<file path="src/rtl/eerd_pkg.sv">
package eerd_pkg;

  // Control phases of one word read.
  typedef enum logic [3:0] {
    S_IDLE,
    S_SETUP,   // command bit presented, clock low
    S_CMDHI,   // command clock high
    S_CMDLO,   // command clock low
    S_HOLD,    // data-in forced low after the command
    S_RDHI,    // data clock high, sample at its end
    S_RDLO,    // data clock low
    S_QUIET,   // chip select released
    S_TAILHI,  // closing clock high with chip select low
    S_TAILLO   // closing clock low
  } eerdState_t;

  // Strobes from control to datapath.
  typedef struct packed {
    logic load;       // capture opcode+address into the command shifter
    logic shiftCmd;   // advance to the next command bit
    logic sample;     // shift the synchronized data-out bit in
    logic finish;     // publish the word and pulse done
    logic csLvl;      // chip select level for the next cycle
    logic skLvl;      // serial clock level for the next cycle
    logic diFromCmd;  // data-in follows the command MSB (else low)
  } eerdStrobe_t;

  // Nanoseconds to clock cycles, rounded up, never below one.
  function automatic int nsToCycles(longint unsigned hz, longint unsigned ns);
    longint unsigned raw;
    raw = (hz * ns + 64'd999_999_999) / 64'd1_000_000_000;
    return (raw < 64'd1) ? 1 : int'(raw);
  endfunction

endpackage

</file>
<file path="src/rtl/eerd_ctrl.sv">
module eerd_ctrl
  import eerd_pkg::*;
#(
  parameter int unsigned CLK_HZ    = 125_000_000,
  parameter int unsigned SETUP_NS  = 400,
  parameter int unsigned STABLE_NS = 9000,
  parameter int unsigned CMD_W     = 9,
  parameter int unsigned DATA_W    = 16
) (
  input  logic        clk,
  input  logic        rst,
  input  logic        start,
  output eerdStrobe_t strobe
);

  localparam int SETUP_CYC  = nsToCycles(CLK_HZ, SETUP_NS);
  localparam int STABLE_CYC = nsToCycles(CLK_HZ, STABLE_NS);
  localparam int TMAX       = (SETUP_CYC > STABLE_CYC) ? SETUP_CYC : STABLE_CYC;
  localparam int TW         = $clog2(TMAX + 1);
  localparam int MAXB       = (CMD_W > DATA_W) ? CMD_W : DATA_W;
  localparam int CW         = $clog2(MAXB + 1);
  localparam logic [TW-1:0] SETUP_LD  = TW'(SETUP_CYC - 1);
  localparam logic [TW-1:0] STABLE_LD = TW'(STABLE_CYC - 1);
  localparam logic [CW-1:0] CMD_LAST  = CW'(CMD_W - 1);
  localparam logic [CW-1:0] DATA_LAST = CW'(DATA_W - 1);

  eerdState_t      state, nextState;
  logic [TW-1:0]   timer;
  logic [CW-1:0]   bitCnt;
  logic            expire;

  assign expire = (timer == '0);

  always_comb begin
    nextState = state;
    strobe    = '0;
    unique case (state)
      S_IDLE: begin
        if (start) begin
          strobe.load = 1'b1;
          nextState   = S_SETUP;
        end
      end
      S_SETUP: begin
        strobe.csLvl     = 1'b1;
        strobe.diFromCmd = 1'b1;
        if (expire) nextState = S_CMDHI;
      end
      S_CMDHI: begin
        strobe.csLvl     = 1'b1;
        strobe.skLvl     = 1'b1;
        strobe.diFromCmd = 1'b1;
        if (expire) nextState = S_CMDLO;
      end
      S_CMDLO: begin
        strobe.csLvl     = 1'b1;
        strobe.diFromCmd = 1'b1;
        if (expire) begin
          if (bitCnt == CMD_LAST) begin
            nextState = S_HOLD;
          end else begin
            strobe.shiftCmd = 1'b1;
            nextState       = S_SETUP;
          end
        end
      end
      S_HOLD: begin
        strobe.csLvl = 1'b1;
        if (expire) nextState = S_RDHI;
      end
      S_RDHI: begin
        strobe.csLvl = 1'b1;
        strobe.skLvl = 1'b1;
        if (expire) begin
          strobe.sample = 1'b1;
          nextState     = S_RDLO;
        end
      end
      S_RDLO: begin
        strobe.csLvl = 1'b1;
        if (expire) nextState = (bitCnt == DATA_LAST) ? S_QUIET : S_RDHI;
      end
      S_QUIET: begin
        if (expire) nextState = S_TAILHI;
      end
      S_TAILHI: begin
        strobe.skLvl = 1'b1;
        if (expire) nextState = S_TAILLO;
      end
      S_TAILLO: begin
        if (expire) begin
          strobe.finish = 1'b1;
          nextState     = S_IDLE;
        end
      end
      default: nextState = S_IDLE;
    endcase
  end

  always_ff @(posedge clk) begin
    if (rst) begin
      state  <= S_IDLE;
      timer  <= '0;
      bitCnt <= '0;
    end else begin
      state <= nextState;
      if (nextState != state) begin
        timer <= (nextState == S_SETUP || nextState == S_HOLD) ? SETUP_LD : STABLE_LD;
      end else if (!expire) begin
        timer <= timer - 1'b1;
      end
      if (strobe.load) begin
        bitCnt <= '0;
      end else if ((state == S_CMDLO || state == S_RDLO) && expire) begin
        bitCnt <= (nextState == S_HOLD || nextState == S_QUIET) ? '0 : bitCnt + 1'b1;
      end
    end
  end

endmodule

</file>
<file path="src/rtl/eerd_dpath.sv">
module eerd_dpath
  import eerd_pkg::*;
#(
  parameter int unsigned OP_W   = 3,
  parameter int unsigned ADDR_W = 6,
  parameter int unsigned DATA_W = 16,
  parameter logic [OP_W-1:0] OPCODE = 3'b110
) (
  input  logic              clk,
  input  logic              rst,
  input  eerdStrobe_t       strobe,
  input  logic [ADDR_W-1:0] addr,
  input  logic              eeDo,
  output logic              eeCs,
  output logic              eeSk,
  output logic              eeDi,
  output logic [DATA_W-1:0] rdData,
  output logic              done
);

  localparam int CMD_W = OP_W + ADDR_W;

  logic [CMD_W-1:0]  cmdSr;
  logic [DATA_W-1:0] acc;
  logic [1:0]        doSync;

  always_ff @(posedge clk) begin
    if (rst) begin
      eeCs   <= 1'b0;
      eeSk   <= 1'b0;
      eeDi   <= 1'b0;
      done   <= 1'b0;
      cmdSr  <= '0;
      acc    <= '0;
      rdData <= '0;
      doSync <= '0;
    end else begin
      doSync <= {doSync[0], eeDo};
      eeCs   <= strobe.csLvl;
      eeSk   <= strobe.skLvl;
      eeDi   <= strobe.diFromCmd ? cmdSr[CMD_W-1] : 1'b0;
      done   <= strobe.finish;
      if (strobe.load) begin
        cmdSr <= {OPCODE, addr};
      end else if (strobe.shiftCmd) begin
        cmdSr <= {cmdSr[CMD_W-2:0], 1'b0};
      end
      if (strobe.sample) begin
        acc <= {acc[DATA_W-2:0], doSync[1]};
      end
      if (strobe.finish) begin
        rdData <= acc;
      end
    end
  end

endmodule

</file>
<file path="src/rtl/eeprom_word_reader.sv">
module eeprom_word_reader
  import eerd_pkg::*;
#(
  parameter int unsigned CLK_HZ    = 125_000_000,
  parameter int unsigned SETUP_NS  = 400,
  parameter int unsigned STABLE_NS = 9000,
  parameter int unsigned OP_W      = 3,
  parameter int unsigned ADDR_W    = 6,
  parameter int unsigned DATA_W    = 16,
  parameter logic [OP_W-1:0] OPCODE = 3'b110
) (
  input  logic              clk,
  input  logic              rst,
  input  logic              start,
  input  logic [ADDR_W-1:0] addr,
  output logic              eeCs,
  output logic              eeSk,
  output logic              eeDi,
  input  logic              eeDo,
  output logic [DATA_W-1:0] rdData,
  output logic              done
);

  localparam int unsigned CMD_W = OP_W + ADDR_W;

  eerdStrobe_t strobe;

  eerd_ctrl #(
    .CLK_HZ(CLK_HZ), .SETUP_NS(SETUP_NS), .STABLE_NS(STABLE_NS),
    .CMD_W(CMD_W), .DATA_W(DATA_W)
  ) u_ctrl (
    .clk(clk), .rst(rst), .start(start), .strobe(strobe)
  );

  eerd_dpath #(
    .OP_W(OP_W), .ADDR_W(ADDR_W), .DATA_W(DATA_W), .OPCODE(OPCODE)
  ) u_dpath (
    .clk(clk), .rst(rst), .strobe(strobe), .addr(addr), .eeDo(eeDo),
    .eeCs(eeCs), .eeSk(eeSk), .eeDi(eeDi), .rdData(rdData), .done(done)
  );

endmodule

</file>
<file path="config.mk">
export PLATFORM = sky130hd
export DESIGN_NAME = eeprom_word_reader
export DESIGN_NICKNAME = d
export VERILOG_FILES = /design/src/rtl/eerd_pkg.sv /design/src/rtl/eerd_ctrl.sv /design/src/rtl/eerd_dpath.sv /design/src/rtl/eeprom_word_reader.sv
export SDC_FILE = /design/constraint.sdc
export NUM_CORES = 1
export LEC_CHECK = 0
export ABC_AREA = 0
export CAP_MARGIN = 15
export CORE_MARGIN = 2
export CORE_UTILIZATION = 63
export CTS_BUF_LIST = sky130_fd_sc_hd__clkbuf_4 sky130_fd_sc_hd__clkbuf_8
export DETAILED_ROUTE_END_ITERATION = 8
export GPL_TIMING_DRIVEN = 0
export PLACE_DENSITY_LB_ADDON = 0.2
export RECOVER_POWER = 50
export REMOVE_ABC_BUFFERS = 1
export SETUP_SLACK_MARGIN = 0.3
export SYNTH_ARGS = -nofsm -noshare
export SYNTH_HDL_FRONTEND = slang
export SYNTH_HIERARCHICAL = 1
export SYNTH_SLANG_ARGS = --single-unit
</file>
<file path="constraint.sdc">
create_clock -name clk -period 4.3 [get_ports clk]
set_input_delay 0.86 -clock clk [delete_from_list [all_inputs] [get_ports clk]]
set_output_delay 0.86 -clock clk [all_outputs]
set_load 0.005 [all_outputs]
</file>
; ---- Word-level counts from Yosys, hierarchy flattened
; Index checks and enable logic that the tools add are counted.
[totals]
ff_bits = 67
input_bits = 10
wordCells = 73
[classes]
addsub = 2
eq_ne = 16
n_mux = 30
bitwise_logic = 1
n_reduce_logical = 12
[op_table]
columns = operator, count
row1 = 2-to-1 mux 4 bit, 10
row2 = one-hot mux 4 bit (10 select lines), 1
row3 = 2-to-1 mux 11 bit, 3
row4 = == test 4 x 3 -> 1 bit (second input constant), 6
row5 = 2-to-1 mux 9 bit, 2
row6 = logical NOT 11 bit, 1
row7 = 2-to-1 mux 1 bit, 11
row8 = subtractor 11 x 1 -> 11 bit (second input constant), 1
row9 = == test 5 x 4 -> 1 bit (second input constant), 2
row10 = == test 4 x 1 -> 1 bit (second input constant), 2
row11 = == test 4 x 2 -> 1 bit (second input constant), 2
row12 = == test 4 bit (second input constant), 2
row13 = OR reduction 3 bit, 2
row14 = OR reduction 6 bit, 1
row15 = adder 5 x 1 -> 5 bit (second input constant), 1
row16 = 2-to-1 mux 5 bit, 1
row17 = logical NOT 4 bit, 1
row18 = != test 4 bit, 1
row19 = OR reduction 2 bit, 2
row20 = logical OR 1 bit, 3
row21 = 2-to-1 mux 3 bit, 1
row22 = 2-to-1 mux 2 bit, 1
row23 = != test 2 bit (second input constant), 1
row24 = nonzero test 2 bit, 1
row25 = other kinds (2), 2

; ---- Logic depth before layout (Yosys ltp)
[depth]
depth_word = 8
mapped_depth = 10

; ---- Cells and area by module
; Netlist, hierarchy kept.
[modules_own_cells]
columns = module, instances, cells_each, area_each_um2, seq_area_each_um2
row1 = eerd_dpath, 1, 152, 1670.4, 940.9
row2 = eerd_ctrl, 1, 163, 1288.7, 400.4

; ---- Least setup slack after synthesis
; No wires, ideal clock.
[synth_timing]
path_kind = reg2reg
start = register u_ctrl.timer[0]
end = register u_ctrl.timer[10]
t_arrival_ps = 1958
t_required_ps = 4183
setup_slack_ps = 2224
stages_incl_launch_ff = 10
path_buffers = 1
period_less_slack_ps = 2076
cell_sequence = dfxtp_1 > inv_1 > ha_1 > nor2b_1 > and3_2 > buf_2 > a211oi_1 > a311oi_1 > a32oi_2 > a32o_1
[synth_via]
elab_chain_len = 7
[synth_rtl]
columns = item, line_no
row1 = from (decl), eerd_ctrl.sv:28  ; logic [TW-1:0] timer;
row2 = from (signal assigned), eerd_ctrl.sv:108  ; timer <= (nextState == S_SETUP || nextState == S_HOLD) ? SETUP_LD : STABLE_LD;
row3 = from (signal assigned), eerd_ctrl.sv:110  ; timer <= timer - 1'b1;
row4 = logical NOT 11 bit, eerd_ctrl.sv:32  ; assign expire = (timer == '0);
row5 = "2-to-1 mux 4 bit, or another cell as far along", eerd_ctrl.sv:91  ; if (expire) begin
row6 = one-hot mux 4 bit (10 select lines), eerd_ctrl.sv:37  ; unique case (state)
row7 = == test 4 x 1 -> 1 bit / == test 4 x 3 -> 1 bit (equally long branches), eerd_ctrl.sv:108
row8 = logical OR 1 bit, eerd_ctrl.sv:108
row9 = 2-to-1 mux 11 bit, eerd_ctrl.sv:108
row10 = 2-to-1 mux 11 bit, eerd_ctrl.sv:107  ; if (nextState != state) begin
; Parallel ways exist; a longest one is shown, timed or not. The select of a mux whose other input is x is not followed.
; A chain may end at the register's enable or synchronous reset.

==> flow_metrics.py <==
metrics = {
    "run_status": {
        "status": "finished with violations",
        "violations": "capacitance limit, slew limit",
    },
    "setup_path": {
        "startpoint_type": "input port",
        "arrival_ps": 3200,
        "crit_path_frequent_cell": "clkbuf_1",
        "crit_slowest_cell": "clkbuf_1",
        "path_class": "input port to flip-flop",
        "required_ps": 4530,
        "path_max_fanout": 55,
        "cp_slowest_stage_delay_ps": 1540,
        "cp_cell_sequence": "clkbuf_1, clkbuf_1, nor3_1, a32o_1",
        "cp-end-kind": "flip-flop",
    },
    "finish": {
        "syn_to_final_growth_pct": 16.1,
        "finish.utilization_pct": 77.3,
        "seq_area_mm2": 0.00134,
        "drive_gt1_share_pct": 8.14,
        "antenna_cells": 0,
        "fillers": 317,
        "finalNetCount": 353,
        "multi_input_area_mm2": 0.00150,
        "stdcell_count": 396,
    },
    "clocking": {
        "cts-buffers-inserted": 9,
        "clk_pin_slew_worst_paths_ps": 70,
        "clockRootBuffer": "clkbuf_8",
        "cts_setup_buffers": 0,
        "cts.sinks": 67,
        "cts_tree": "built",
        "clock_path_buffers": 2,
        "cts_hold_buf": 0,
        "clk_latency_ps": 350,
        "cts_resized": 0,
        "htreeDepth": 3,
    },
    "min_path": {
        "hp-class": "flip-flop to flip-flop",
    },
    "grt": {
        "overflow": 0,
        "grt_pass1_wl_um": 9300,
        "grt_pass1_vias": 2141,
        "grt_use_total_pct": 22.9,
        "grt_max_degree": 56,
        "antenna_found_initial": 0,
    },
    "die": {
        "rows": 24,
        "dieArea_mm2": 0.00526,
        "start_util_pct": 66.6,
        "die_x_um": 72.5,
        "ios": 30,
        "core_mm2": 0.00444,
        "dieHeight_um": 72.5,
    },
    "synth": {
        "yosysTopAreaCell": "dfxtp_1",
        "avgSynthCellArea_um2": 9.39,
        "yosys_warnings": 6,
        "async_flop_share_pct": 0,
        "synth-seq-cells": 67,
        "syn-cell-area_mm2": 0.00296,
        "netlist_instances": 315,
        "yosysSeqAreaShare_pct": 45.3,
        "synthDominantCellAreaShare_pct": 45.3,
        "synth_flop_cell": "dfxtp_1",
        "synthTopCellsByArea": "dfxtp_1 45%, mux2i_1 14%, nor2_1 6.5%",
        "synth_edf_count": 0,
        "yosysUniqueCellTypes": 50,
        "synthTopCellsByCount": "67 x dfxtp_1, 51 x nor2_1, 40 x mux2i_1",
        "yosysMostFrequentCell": "dfxtp_1",
    },
    "drt": {
        "vias": 2270,
        "wl_per_cell_um": 13.7,
        "post-route-drc-count": 0,
        "ant_nets": 0,
        "finalWirelength_um": 5440,
        "dr.pass1.iters": 4,
        "viasPerCell": 5.73,
        "drt-initial-drc-count": 105,
    },
    "pwr": {
        "power_density_mw_per_mm2": 496,
        "ir_worst_vdd_v": 0.000406,
        "power.static_leakage_nw": 1.25,
    },
    "sta": {
        "hold_viol_final": 0,
        "fin_ws_ps": 1340,
        "rsz0062_at_grt": "false",
        "slew_violations": 56,
        "fin_crit_ps": 2960,
        "clock_skew_ps": 10.1,
        "tightest_slew_ps": 2130,
        "fmax_mhz": 337,
        "slew_headroom_pct": -42.0,
        "setup_violations": 0,
        "fin_setup_tns_ps": 0,
        "finalCritPeriodShare_pct": 69.0,
    },
    "placement": {
        "gp_congestion": 0.901,
        "dp_hpwl_um": 3740,
        "io_buffer_count": 29,
        "dpl_worst_slack_ps": 1480,
        "dp_cells": 380,
    },
    "flow_run": {
        "cap_violations": 1,
    },
}
through the flow:
| step | power, W | hold WS [ps] | cell area, µm² |
|---|---|---|---|
| final | 0.00170 | 450 | 3430 |
| after detailed placement | 0.00119 | 430 | 3250 |
| after floorplan | 0.00109 | 414 | 2860 |
| after CTS | 0.00172 | 442 | 3460 |
| after global routing | 0.00181 | 446 | 3430 |
| after global placement | 0.00118 | 426 | 3220 |
sequential cells by signal (all words and copies together), names as in the netlist, 2 cells and up:
register / flops
u_dpath/doSync: 2
u_ctrl/state: 4
u_ctrl/timer: 11
u_dpath/rdData: 16
u_ctrl/bitCnt: 5
u_dpath/cmdSr: 9
u_dpath/acc: 16
cell type report:
| class | count | area share, % |
|---|---|---|
| multi-input combinational | 223 | 43.6 |
| inverter | 7 | 0.765 |
| clock buffer | 12 | 4.44 |
| clock inverter | 4 | 1.46 |
| sequential | 67 | 39.1 |
| tap | 52 | 1.89 |
| timing repair buffer | 31 | 8.82 |
cell families after synthesis:
family | share of synthesized area [%]
muxes | 13.5
and+or+nand+nor | 22.1
buffers and inverters | 4.14
xor gates and xnor gates | 2.66
adders and majority gates | 1.69
AOI/OAI and AO/OA | 10.6
DFF | 45.3
cell usage in the layout (no fill, tap or decap), drive strengths merged, types with 2 or more instances in the layout:
| cell | n |
|---|---|
| and2 | 2 |
| nand3 | 11 |
| mux2i | 40 |
| xnor2 | 5 |
| nand4 | 2 |
| o21ai | 7 |
| xor2 | 4 |
| and3 | 6 |
| o22ai | 3 |
| dlygate4sd3 | 20 |
| clkbuf | 14 |
| ha | 4 |
| nor2b | 14 |
| a32oi | 2 |
| o21a | 3 |
| a21oi | 9 |
| a211oi | 10 |
| nor3 | 11 |
| dfxtp | 67 |
| nand2b | 3 |
| inv | 7 |
| nor2 | 51 |
| a31oi | 2 |
| or2 | 3 |
| clkdlybuf4s50 | 8 |
| o2bb2ai | 2 |
| nand2 | 9 |
| clkinvlp | 2 |
| nor4 | 5 |
metal layers:
layer	track usage, %	up-vias	routed length, µm
met3	8.89	7	247
met2	36.9	51	2630
met4	9.05	0	51
met5	0	-	0
met1	27.6	1050	2510
li1	-	1162	-
power breakdown:
part | switching, W | total, W | internal (W)
clock network | 0.000230 | 0.000525 | 0.000295
logic | 0.000243 | 0.000433 | 0.000190
registers | 0.0000638 | 0.000744 | 0.000680
worst paths after layout:
kind	from	end	slack (ps)	depth (start not counted)
max	rst	u_ctrl/timer[10]	1340	4
min	u_dpath/doSync[0]	u_dpath/doSync[1]	450	1
max reg2reg	u_ctrl/timer[0]	u_dpath/rdData[9]	1550	8
min reg2reg	u_dpath/doSync[0]	u_dpath/doSync[1]	450	1
critical path: cells and delay by family:
kind	cells	cell delay, ps
buffers and inverters	2	1720
AND/OR/NAND/NOR	1	240
AO/OA/AOI/OAI	1	340
(Power assumes the default switching activity.)
